==> src/rtl/opq_pkg.sv <==
package opq_pkg;
  localparam int CNT_W  = 9;
  localparam int CODE_W = 5;
  localparam int WORD_W = CNT_W + CODE_W;

  localparam logic [CODE_W-1:0] OPC_CS_HI = 5'h00;
  localparam logic [CODE_W-1:0] OPC_CS_LO = 5'h01;
  localparam logic [CODE_W-1:0] OPC_TX1   = 5'h08;
  localparam logic [CODE_W-1:0] OPC_TX2   = 5'h09;
  localparam logic [CODE_W-1:0] OPC_TX4   = 5'h0A;
  localparam logic [CODE_W-1:0] OPC_RX1   = 5'h0C;
  localparam logic [CODE_W-1:0] OPC_RX2   = 5'h0E;
  localparam logic [CODE_W-1:0] OPC_RX4   = 5'h0F;

  typedef struct packed {
    logic [CODE_W-1:0] code;
    logic [CNT_W-1:0]  count;
  } op_word_t;

  typedef enum logic [1:0] {LW_1, LW_2, LW_4} lane_w_e;
  typedef enum logic [1:0] {SQ_IDLE, SQ_XFER, SQ_SHIFT} sq_state_e;

  function automatic logic [3:0] lane_mask(lane_w_e w);
    case (w)
      LW_2:    return 4'b0011;
      LW_4:    return 4'b1111;
      default: return 4'b0001;
    endcase
  endfunction

  function automatic logic [3:0] group_steps(lane_w_e w);
    case (w)
      LW_2:    return 4'd4;
      LW_4:    return 4'd2;
      default: return 4'd8;
    endcase
  endfunction
endpackage

==> src/rtl/opq_fifo.sv <==
module opq_fifo #(
  parameter int W     = 8,
  parameter int DEPTH = 16
) (
  input  logic         clk,
  input  logic         rst,
  input  logic         wr_en,
  input  logic [W-1:0] wdata,
  input  logic         rd_en,
  output logic [W-1:0] rdata,
  output logic         full,
  output logic         empty
);
  localparam int AW = (DEPTH > 1) ? $clog2(DEPTH) : 1;
  localparam logic [AW:0] CAP = (AW+1)'(DEPTH);
  localparam logic [AW-1:0] LAST = AW'(DEPTH-1);

  logic [W-1:0]  mem [DEPTH];
  logic [AW-1:0] wp_q, rp_q;
  logic [AW:0]   cnt_q, cnt_n;
  logic          do_wr, do_rd;

  assign do_wr = wr_en && !full;
  assign do_rd = rd_en && !empty;
  assign cnt_n = cnt_q + (AW+1)'(do_wr) - (AW+1)'(do_rd);

  // storage has no reset so it maps onto distributed RAM
  always_ff @(posedge clk) begin
    if (do_wr) mem[wp_q] <= wdata;
  end

  assign rdata = mem[rp_q];

  always_ff @(posedge clk) begin
    if (rst) begin
      wp_q  <= '0;
      rp_q  <= '0;
      cnt_q <= '0;
      full  <= 1'b0;
      empty <= 1'b1;
    end else begin
      if (do_wr) wp_q <= (wp_q == LAST) ? '0 : wp_q + AW'(1);
      if (do_rd) rp_q <= (rp_q == LAST) ? '0 : rp_q + AW'(1);
      cnt_q <= cnt_n;
      full  <= (cnt_n == CAP);
      empty <= (cnt_n == '0);
    end
  end

  // a write offered while full cannot lower the fill level
  assert_full_hold_R10: assert property (@(posedge clk) disable iff (rst)
    (full && wr_en && !rd_en) |=> full);

  // both flags never assert together
  assert_flags_excl_R10: assert property (@(posedge clk) disable iff (rst)
    !(full && empty));
endmodule

==> src/rtl/opq_shifter.sv <==
module opq_shifter
  import opq_pkg::*;
#(
  parameter int HALF_PERIOD = 2
) (
  input  logic       clk,
  input  logic       rst,
  input  logic       start,
  input  logic [7:0] byte_in,
  input  lane_w_e    lanes,
  input  logic [3:0] io_in,
  output logic       busy,
  output logic       done,
  output logic [7:0] byte_out,
  output logic       sck,
  output logic [3:0] io_out
);
  localparam int DW = (HALF_PERIOD > 1) ? $clog2(HALF_PERIOD) : 1;
  localparam logic [DW-1:0] DIV_LAST = DW'(HALF_PERIOD-1);

  logic [7:0]    tx_q, rx_q;
  logic [3:0]    step_q;
  logic [DW-1:0] div_q;
  lane_w_e       lw_q;

  always_ff @(posedge clk) begin
    if (rst) begin
      tx_q   <= '0;
      rx_q   <= '0;
      step_q <= '0;
      div_q  <= '0;
      lw_q   <= LW_1;
      busy   <= 1'b0;
      done   <= 1'b0;
      sck    <= 1'b0;
    end else begin
      done <= 1'b0;
      if (!busy) begin
        if (start) begin
          tx_q   <= byte_in;
          rx_q   <= '0;
          step_q <= group_steps(lanes);
          lw_q   <= lanes;
          div_q  <= '0;
          busy   <= 1'b1;
        end
      end else if (div_q == DIV_LAST) begin
        div_q <= '0;
        if (!sck) begin
          sck <= 1'b1;
          case (lw_q)
            LW_2:    rx_q <= {rx_q[5:0], io_in[1:0]};
            LW_4:    rx_q <= {rx_q[3:0], io_in};
            default: rx_q <= {rx_q[6:0], io_in[1]};
          endcase
        end else begin
          sck <= 1'b0;
          case (lw_q)
            LW_2:    tx_q <= {tx_q[5:0], 2'b00};
            LW_4:    tx_q <= {tx_q[3:0], 4'b0000};
            default: tx_q <= {tx_q[6:0], 1'b0};
          endcase
          step_q <= step_q - 4'd1;
          if (step_q == 4'd1) begin
            busy <= 1'b0;
            done <= 1'b1;
          end
        end
      end else begin
        div_q <= div_q + DW'(1);
      end
    end
  end

  always_comb begin
    case (lw_q)
      LW_2:    io_out = {2'b00, tx_q[7:6]};
      LW_4:    io_out = tx_q[7:4];
      default: io_out = {3'b000, tx_q[7]};
    endcase
  end

  assign byte_out = rx_q;

  // the clock rests low whenever no byte is in flight
  assert_sck_idle_R12: assert property (@(posedge clk) disable iff (rst)
    !busy |-> !sck);

  // output lanes hold still across a high phase
  assert_io_hold_R12: assert property (@(posedge clk) disable iff (rst)
    (sck && $past(sck)) |-> $stable(io_out));
endmodule

==> src/rtl/spi_opq_master.sv <==
module spi_opq_master
  import opq_pkg::*;
#(
  parameter int OP_DEPTH    = 8,
  parameter int DAT_DEPTH   = 16,
  parameter int HALF_PERIOD = 2
) (
  input  logic        clk,
  input  logic        rst,
  input  logic        op_word_we,
  input  logic [13:0] op_word_in,
  input  logic        op_commit,
  output logic        op_full,
  output logic        op_empty,
  input  logic        dat_we,
  input  logic [7:0]  dat_wdata,
  output logic        dat_full,
  output logic        dat_empty,
  input  logic        dat_pop,
  output logic [7:0]  dat_rdata,
  output logic        sck,
  output logic        cs_n,
  output logic [3:0]  io_out,
  output logic [3:0]  io_oe,
  input  logic [3:0]  io_in
);
  op_word_t  hold_q, head;
  logic      opf_empty, opf_rd;
  sq_state_e state_q;
  logic      cur_rx_q;
  lane_w_e   cur_lw_q;
  logic [CNT_W-1:0] remain_q;

  logic    hd_xfer, hd_rx;
  lane_w_e hd_lw;

  logic       sh_busy, sh_done, sh_start;
  logic [7:0] sh_rx_byte;
  logic       seq_pop, seq_push, rx_own, tx_own;
  logic       df_wr, df_rd;
  logic [7:0] df_wdata;

  always_ff @(posedge clk) begin
    if (rst)             hold_q <= '0;
    else if (op_word_we) hold_q <= op_word_t'(op_word_in);
  end

  opq_fifo #(.W(WORD_W), .DEPTH(OP_DEPTH)) u_opf (
    .clk(clk), .rst(rst),
    .wr_en(op_commit), .wdata(hold_q),
    .rd_en(opf_rd), .rdata(head),
    .full(op_full), .empty(opf_empty)
  );

  always_comb begin
    hd_xfer = 1'b1;
    hd_rx   = 1'b0;
    hd_lw   = LW_1;
    case (head.code)
      OPC_TX1: ;
      OPC_TX2: hd_lw = LW_2;
      OPC_TX4: hd_lw = LW_4;
      OPC_RX1: hd_rx = 1'b1;
      OPC_RX2: begin hd_rx = 1'b1; hd_lw = LW_2; end
      OPC_RX4: begin hd_rx = 1'b1; hd_lw = LW_4; end
      default: hd_xfer = 1'b0;
    endcase
  end

  assign opf_rd   = (state_q == SQ_IDLE) && !opf_empty;
  assign rx_own   = (state_q != SQ_IDLE) && cur_rx_q;
  assign tx_own   = (state_q != SQ_IDLE) && !cur_rx_q;
  assign sh_start = (state_q == SQ_XFER) && !sh_busy &&
                    (cur_rx_q ? !dat_full : !dat_empty);
  assign seq_pop  = sh_start && !cur_rx_q;
  assign seq_push = (state_q == SQ_SHIFT) && sh_done && cur_rx_q;

  assign df_wr    = rx_own ? seq_push : dat_we;
  assign df_wdata = rx_own ? sh_rx_byte : dat_wdata;
  assign df_rd    = tx_own ? seq_pop : dat_pop;

  opq_fifo #(.W(8), .DEPTH(DAT_DEPTH)) u_datf (
    .clk(clk), .rst(rst),
    .wr_en(df_wr), .wdata(df_wdata),
    .rd_en(df_rd), .rdata(dat_rdata),
    .full(dat_full), .empty(dat_empty)
  );

  opq_shifter #(.HALF_PERIOD(HALF_PERIOD)) u_shift (
    .clk(clk), .rst(rst),
    .start(sh_start), .byte_in(dat_rdata), .lanes(cur_lw_q),
    .io_in(io_in),
    .busy(sh_busy), .done(sh_done), .byte_out(sh_rx_byte),
    .sck(sck), .io_out(io_out)
  );

  always_ff @(posedge clk) begin
    if (rst) begin
      state_q  <= SQ_IDLE;
      cur_rx_q <= 1'b0;
      cur_lw_q <= LW_1;
      remain_q <= '0;
      cs_n     <= 1'b1;
      io_oe    <= 4'b0000;
      op_empty <= 1'b1;
    end else begin
      op_empty <= opf_empty && (state_q == SQ_IDLE) && !op_commit;
      case (state_q)
        SQ_IDLE: begin
          if (!opf_empty) begin
            if (head.code == OPC_CS_LO)      cs_n <= 1'b0;
            else if (head.code == OPC_CS_HI) cs_n <= 1'b1;
            else if (hd_xfer && head.count != '0) begin
              state_q  <= SQ_XFER;
              cur_rx_q <= hd_rx;
              cur_lw_q <= hd_lw;
              remain_q <= head.count;
              io_oe    <= hd_rx ? 4'b0000 : lane_mask(hd_lw);
            end
          end
        end
        SQ_XFER: begin
          if (sh_start) state_q <= SQ_SHIFT;
        end
        SQ_SHIFT: begin
          if (sh_done) begin
            remain_q <= remain_q - CNT_W'(1);
            if (remain_q == CNT_W'(1)) begin
              state_q <= SQ_IDLE;
              io_oe   <= 4'b0000;
            end else begin
              state_q <= SQ_XFER;
            end
          end
        end
        default: state_q <= SQ_IDLE;
      endcase
    end
  end

  // the empty report implies the sequencer is at rest
  assert_empty_means_idle_R11: assert property (@(posedge clk) disable iff (rst)
    op_empty |-> (state_q == SQ_IDLE));

  // no lane is driven while a receive is in progress
  assert_rx_no_drive_R5: assert property (@(posedge clk) disable iff (rst)
    ((state_q != SQ_IDLE) && cur_rx_q) |-> (io_oe == 4'b0000));

  // a received byte always finds room in the data FIFO
  assert_rx_room_R8: assert property (@(posedge clk) disable iff (rst)
    seq_push |-> !dat_full);

  // chip select moves only while operations are being taken from the queue
  assert_cs_from_idle_R2: assert property (@(posedge clk) disable iff (rst)
    !$stable(cs_n) |-> ($past(state_q) == SQ_IDLE));
endmodule

==> config.mk <==
export PLATFORM = sky130hd
export DESIGN_NAME = spi_opq_master
export DESIGN_NICKNAME = d
export VERILOG_FILES = /design/src/rtl/opq_pkg.sv /design/src/rtl/opq_fifo.sv /design/src/rtl/opq_shifter.sv /design/src/rtl/spi_opq_master.sv
export SDC_FILE = /design/constraint.sdc
export NUM_CORES = 1
export LEC_CHECK = 0
export CAP_MARGIN = 10
export CORE_ASPECT_RATIO = 1.25
export CORE_UTILIZATION = 30
export CTS_CLUSTER_SIZE = 8
export DETAILED_ROUTE_END_ITERATION = 10
export GPL_TIMING_DRIVEN = 0
export PLACE_DENSITY = 0.56
export SYNTH_ARGS = -nofsm -noshare
export SYNTH_HDL_FRONTEND = slang
export SYNTH_HIERARCHICAL = 1
export SYNTH_SLANG_ARGS = --single-unit
export TNS_END_PERCENT = 100
==> constraint.sdc <==
create_clock -name clk -period 3.1 [get_ports clk]
set_clock_uncertainty 0.2 [all_clocks]
set_input_delay 0.31 -clock clk [delete_from_list [all_inputs] [get_ports clk]]
set_output_delay 0.31 -clock clk [all_outputs]
set_load 0.005 [all_outputs]
After elaboration in Yosys (flattened, before gate mapping)
Memory sizes are Yosys's and may differ from the RTL's. A register that Yosys moved wholly into a read port is not among the register bits.
Index checks and enable logic that the tools add are counted.
{"block": "totals", "output_inout_bits": 22, "latch_bits": 0, "mem_bits_ro": 0, "ff_bits": 87, "mem_bits_rw": 240, "memories": 2, "in_bits": 32}
{"name": "u_datf.mem", "depth": 16, "word_bits": 8, "read_ports": 1, "rd_ports_with_merged_regs": 1, "write_ports": 1, "line_no": "opq_fifo.sv:18", "text": "logic [W-1:0] mem [DEPTH];"}
{"name": "u_opf.mem", "depth": 8, "word_bits": 14, "read_ports": 1, "rd_ports_with_merged_regs": 1, "write_ports": 1, "line_no": "opq_fifo.sv:18"}
{"block": "op_classes", "eq_ne": 33, "bitwise": 6, "n_shift": 0, "addsub": 11, "n_reduce_logical": 45, "n_mux": 70, "n_mul": 0, "n_lt_le_gt_ge": 0, "div": 0}
{"operator": "two-way mux 8 bit", "count": 9}
{"operator": "two-way mux 4 bit", "count": 15}
{"operator": "two-way mux 9 bit", "count": 5}
{"operator": "case mux 4 bit (2 select lines)", "count": 4}
{"operator": "case mux 8 bit (2 select lines)", "count": 2}
{"operator": "== test 5 x 4 -> 1 bit (second input constant)", "count": 6}
{"operator": "two-way mux 1 bit", "count": 22}
{"operator": "case mux 9 bit (2 select lines)", "count": 1}
{"operator": "logical AND 1 bit", "count": 15}
{"operator": "!= test 2 bit (second input constant)", "count": 7}
{"operator": "== test 4 bit (second input constant)", "count": 3}
{"operator": "two-way mux 2 bit", "count": 6}
{"operator": "two-way mux 3 bit", "count": 4}
{"operator": "AND reduction 6 bit", "count": 2}
{"operator": "logical NOT 5 bit", "count": 2}
{"operator": "== test 9 x 1 -> 1 bit (second input constant)", "count": 1}
{"operator": "AND reduction 3 bit", "count": 3}
{"operator": "nonzero test 9 bit", "count": 1}
{"operator": "subtractor 9 x 1 -> 9 bit (second input constant)", "count": 1}
{"operator": "adder 4 x 1 -> 4 bit (second input constant)", "count": 2}
{"operator": "== test 2 x 1 -> 1 bit (second input constant)", "count": 4}
{"operator": "== test 2 bit (second input constant)", "count": 4}
{"operator": "nonzero test 2 bit", "count": 4}
{"operator": "logical NOT 1 bit", "count": 7}
{"operator": "24 further kinds", "count": 35}

Depth between registers and ports, before layout
{"block": "depth", "depth_word": 11, "depth_mapped": 15, "depth_no_buf": 13}

By module
Netlist, hierarchy kept.
{"mod": "opq_fifo (u_datf)", "cells_per_inst": 320, "instances": 1, "area_per_inst_um2": 5851.9, "seq_area_each_um2": 4224.1}
{"mod": "opq_fifo (u_opf)", "cells_per_inst": 239, "instances": 1, "area_per_inst_um2": 5017.3, "seq_area_each_um2": 3663.5}
{"mod": "spi_opq_master", "cells_per_inst": 226, "instances": 1, "area_per_inst_um2": 1964.4, "seq_area_each_um2": 660.6}
{"mod": "opq_shifter", "cells_per_inst": 179, "instances": 1, "area_per_inst_um2": 1447.6, "seq_area_each_um2": 520.5}

Worst setup path before layout
Ideal clock, no wire load.
{"block": "synth_timing", "path_kind": "flip-flop to flip-flop", "start": "reg state_q[1]", "end": "reg u_datf.empty", "synth_period_minus_slack_ns": 3.139, "n_path_buf": 2, "arrival_time_ns": 2.822, "path_slack_ns": -0.039, "setup_time_ns": 0.116, "stages_incl_launch_ff": 15, "required_ns": 2.784, "path_cell_list": "dfxtp_1 > buf_2 > clkbuf_1 > nor2_1 > o31ai_1 > nor2b_1 > nand2_1 > nand2_1 > ha_1 > inv_1 > fa_1 > nand2b_1 > a21oi_1 > xnor2_1 > a41o_1"}
{"block": "synth_between", "elab_chain_len": 8}
{"item": "start: declaration", "line_no": "spi_opq_master.sv:29", "text": "sq_state_e state_q;"}
{"item": "start signal: assignment", "line_no": "spi_opq_master.sv:99", "text": "state_q <= SQ_IDLE;"}
{"item": "start signal: assignment", "line_no": "spi_opq_master.sv:114", "text": "state_q <= SQ_XFER;"}
{"item": "start signal: assignment", "line_no": "spi_opq_master.sv:123", "text": "if (sh_start) state_q <= SQ_SHIFT;"}
{"item": "== test 2 x 1 -> 1 bit", "line_no": "spi_opq_master.sv:73", "text": "assign sh_start = (state_q == SQ_XFER) && !sh_busy &&"}
{"item": "logical AND 1 bit (2 in series)", "line_no": "spi_opq_master.sv:73"}
{"item": "logical AND 1 bit", "line_no": "spi_opq_master.sv:75", "text": "assign seq_pop = sh_start && !cur_rx_q;"}
{"item": "two-way mux 1 bit *", "line_no": "spi_opq_master.sv:80", "text": "assign df_rd = tx_own ? seq_pop : dat_pop;"}
{"item": "named net df_rd", "line_no": "spi_opq_master.sv:40", "text": "logic df_wr, df_rd;"}
{"item": "logical AND 1 bit *", "line_no": "opq_fifo.sv:24", "text": "assign do_rd = rd_en && !empty;"}
{"item": "subtractor 5 x 1 -> 5 bit *", "line_no": "opq_fifo.sv:25", "text": "assign cnt_n = cnt_q + (AW+1)'(do_wr) - (AW+1)'(do_rd);"}
{"item": "logical NOT 5 bit *", "line_no": "opq_fifo.sv:46", "text": "empty <= (cnt_n == '0);"}
{"item": "end signal: assignment", "line_no": "opq_fifo.sv:46"}
{"item": "end: declaration", "line_no": "opq_fifo.sv:12", "text": "output logic empty"}
The timed path passes the listed nets; every way through them passes the cells marked *.
A chain may end at the register's enable or synchronous reset.

==> flow_metrics.env <==
export IMPL_std_cell_rows=89
export IMPL_cts_clk_slew_worst_paths_ns=0.05
export IMPL_post_route_min_period_ns=3.048
export IMPL_fill_cells=4456
export IMPL_dpl_worst_slack_ns=-0.7024
export IMPL_vias_per_cell=4.817
export IMPL_crit_family="buffers and inverters"
export IMPL_dr_wl_met3_um=1239
export IMPL_path_buf_inv=3
export IMPL_io_buffers=52
export IMPL_postSynthAreaPerCell_um2=14.81
export IMPL_worstRegToRegCells=9
export IMPL_hp_start="op_word_in[7]"
export IMPL_cts_buffer_depth=3
export IMPL_drc=0
export IMPL_die_h_um=245.9
export IMPL_clock_fmax_ghz=0.3281
export IMPL_cts_tree="yes"
export IMPL_numCtsBuffers=47
export IMPL_drive_gt1_share_pct=21.56
export IMPL_syn_num_nets=1024
export IMPL_worstMarginPinSlew_ns=0.9468
export IMPL_post_place_cells=1664
export IMPL_utilization_pct=37.53
export IMPL_slowest_stage="mux4_2"
export IMPL_finalCritPeriodShare_pct=98.33
export IMPL_hold_viol=0
export IMPL_core_area_mm2=0.04710
export IMPL_grt_pass1_wl_um=50720
export IMPL_final_common_cell="edfxtp_1"
export IMPL_p_per_area_mw_per_mm2=801.7
export IMPL_yosys_warnings=6
export IMPL_rrSetupSlack_ns=0.08
export IMPL_worst_ep_arrival_time_ns=2.54
export IMPL_overflow=0
export IMPL_ios=54
export IMPL_status="finished, final reports clean"
export IMPL_synthCells=964
export IMPL_mostFrequentLayoutCells="edfxtp_1, dfxtp_1, nor2_1"
export IMPL_max_slew_margin_pct=36.82
export IMPL_synthArstFlopShare_pct=0
export IMPL_worst_path_max_fanout=10
export IMPL_hold_path_class="in2reg"
export IMPL_peakVddDrop_mv=0.4543
export IMPL_drv_slew=0
export IMPL_path_class="reg2out"
export IMPL_fin_ws_ns=0.05174
export IMPL_required_ns=2.59
export IMPL_top_layer_used="met5"
export IMPL_hold_depth=3
export IMPL_synth_distinct_cells=69
export IMPL_wl_per_cell_um=18.51
export IMPL_r2r_end="cur_lw_q[0]$_SDFFE_PP0P_"
export IMPL_dp_hpwl_um=21720
export IMPL_syn2layout_area_growth_pct=23.80
export IMPL_clock_sinks=333
export IMPL_wl_met1_um=14200
export IMPL_dieArea_mm2=0.04849
export IMPL_drt_iter0_drc=498
export IMPL_ys_flop_type="edfxtp_1"
export IMPL_clock_latency_ns=0.57
export IMPL_grtUsageTotal_pct=13.74
export IMPL_h_tree_depth=2
export IMPL_crit_chain="buf_6, buf_12, mux4_2, a22oi_2, nand2_2, clkdlybuf4s50_1"
export IMPL_diodes=0
export IMPL_cp_start_kind="flip-flop"
export IMPL_nets=1163
export IMPL_synth_edf_count=240
export IMPL_yosysSeqAreaShare_pct=63.50
export IMPL_setup_viol=0
export IMPL_final_cells=1778
export IMPL_synth_area_mm2=0.01428
export IMPL_end_kind="output port"
export IMPL_grt_pass1_vias=8752
export IMPL_cap_violations=0
export IMPL_synth_seq_cells=333
export IMPL_grt_max_degree=17
export IMPL_die_w_um=197.2
export IMPL_finalPower_mw=14.17
export IMPL_initial_core_util_pct=30.32
export IMPL_hold_end="hold_q[7]$_SDFFE_PP0P_"
export IMPL_met2_length_um=16340
export IMPL_p_leak_nw=5.968
export IMPL_critPathMaxStageDelay_ns=0.54
export IMPL_drtAntennaViolNets=0
export IMPL_drtPass1Iterations=4
export IMPL_vias=8564
export IMPL_cts_root_buf="clkbuf_16"
export IMPL_antenna_found_initial=1
export IMPL_routabilityCongestion=0.8121
export IMPL_wirelength_um=32900
export IMPL_rsz0062_at_grt="true"
registers in the layout (all words and copies together) (netlist names), 3 cells and up, named ones only:
register	flops
u_datf/mem	128
u_opf/mem	112
hold_q	14
remain_q	9
u_shift/byte_out	8
u_shift/tx_q	8
u_datf/cnt_q	5
u_datf/rp_q	4
u_datf/wp_q	4
u_opf/cnt_q	4
u_shift/step_q	4
io_oe	3
u_opf/rp_q	3
u_opf/wp_q	3
worst register-to-register path: stages (launching register included):
cell	delay [ns]
dfxtp_1	0.32
buf_6	0.14
buf_12	0.15
mux4_1	0.56
mux2_4	0.36
nor3b_1	0.21
o21ai_1	0.14
ha_1	0.21
or4_1	0.54
a21oi_2	0.14
layer usage:
layer	track usage, %	vias up
met3	2.524	62
met5	0	-
li1	-	4029
met2	23.33	174
met4	5.928	2
met1	17.04	4297
cells in the mapped netlist, drive strengths merged, types with 4 or more instances:
cell type | count | share of area [%]
nand2b | 23 | 1.0
xnor2 | 7 | 0.48
o211ai | 5 | 0.26
clkbuf | 24 | 0.65
a221o | 5 | 0.35
mux2 | 22 | 1.7
a22o | 6 | 0.37
nor3 | 14 | 0.56
a21boi | 5 | 0.26
nor2 | 75 | 2.0
o32ai | 10 | 0.61
ha | 26 | 2.3
inv | 30 | 0.79
nor4 | 15 | 0.70
and2 | 4 | 0.18
nand2 | 63 | 1.7
o21ai | 26 | 0.91
and3 | 4 | 0.18
buf | 29 | 1.4
nand3b | 6 | 0.32
edfxtp | 240 | 50
a21oi | 33 | 1.2
a22oi | 25 | 1.3
nand3 | 12 | 0.42
dfxtp | 93 | 13
mux2i | 25 | 1.8
a311oi | 7 | 0.43
nor2b | 15 | 0.66
mux4 | 60 | 10
xor2 | 4 | 0.25
nor3b | 5 | 0.26
o2111ai | 4 | 0.25
what timing repair did:
action / CTS / global route
hold buffers: 1 / 0
setup endpoints to repair: 154 / 30
gates resized for setup: 73 / 37
pin swaps: 8 / 13
cloned: 0 / 1
hold endpoints to repair: 3 / 0
buffers inserted: 10 / 18
worst max-delay path by stage:
stage / start / cells after the start / to / slack, ns
6_report: flip-flop / 6 / dat_rdata[7] / 0.05
5_1_grt: flip-flop / 10 / cur_lw_q[0]$_SDFFE_PP0P_ / -0.08
4_1_cts: flip-flop / 6 / dat_rdata[2] / 0.001
3_5_place_dp: state_q[1]$_SDFFE_PP0P_ / 14 / u_datf/full$_SDFF_PP0_ / -0.70
3_3_place_gp: op_commit / 4 / u_opf/mem[0][12]$_DFFE_PP_ / -1.30
2_1_floorplan: state_q[1]$_SDFFE_PP0P_ / 14 / u_datf/empty$_SDFF_PP1_ / 0.03
per-stage QoR:
step           instance area [um^2]  setup TNS [ns]  hold slack, ns
5_1_grt                       17680         -0.2480          0.1572
4_1_cts                       17430               0          0.1328
3_3_place_gp                  15600          -98.64          0.2664
6_report                      17680               0          0.1614
2_1_floorplan                 14280               0          0.1816
3_5_place_dp                  15740          -29.97          0.2698
cell type report:
cell class / count / area (um^2) / share of cell area, %
sequential: 333 / 9071 / 51.31
multi-input combinational: 545 / 5061 / 28.63
clock buffer: 84 / 1336 / 7.558
timing repair buffer: 93 / 867.1 / 4.904
tap: 637 / 797.0 / 4.508
buffer: 53 / 404.1 / 2.286
inverter: 30 / 112.6 / 0.6369
clock inverter: 3 / 30.03 / 0.1699
cells by family (layout without fill, tap and decap cells):
group | count (synthesis) | after routing | synth area share (%)
adder cells (fa/ha/maj) | 28 | 28 | 2.558
AO/OA/AOI/OAI | 148 | 148 | 7.324
flip-flops | 333 | 333 | 63.50
multiplexers | 107 | 107 | 13.97
XOR/XNOR | 11 | 11 | 0.7272
buffers and inverters | 86 | 263 | 3.058
AND/OR/NAND/NOR | 251 | 251 | 8.858
power breakdown:
part	switching (mW)	leakage (nW)	internal, mW
Combinational	2.02	2.36	1.93
Sequential	0.283	2.96	5.22
Clock	1.84	0.649	2.89
Total	4.14	5.97	10.0
Power figures use the tool's default switching activity.
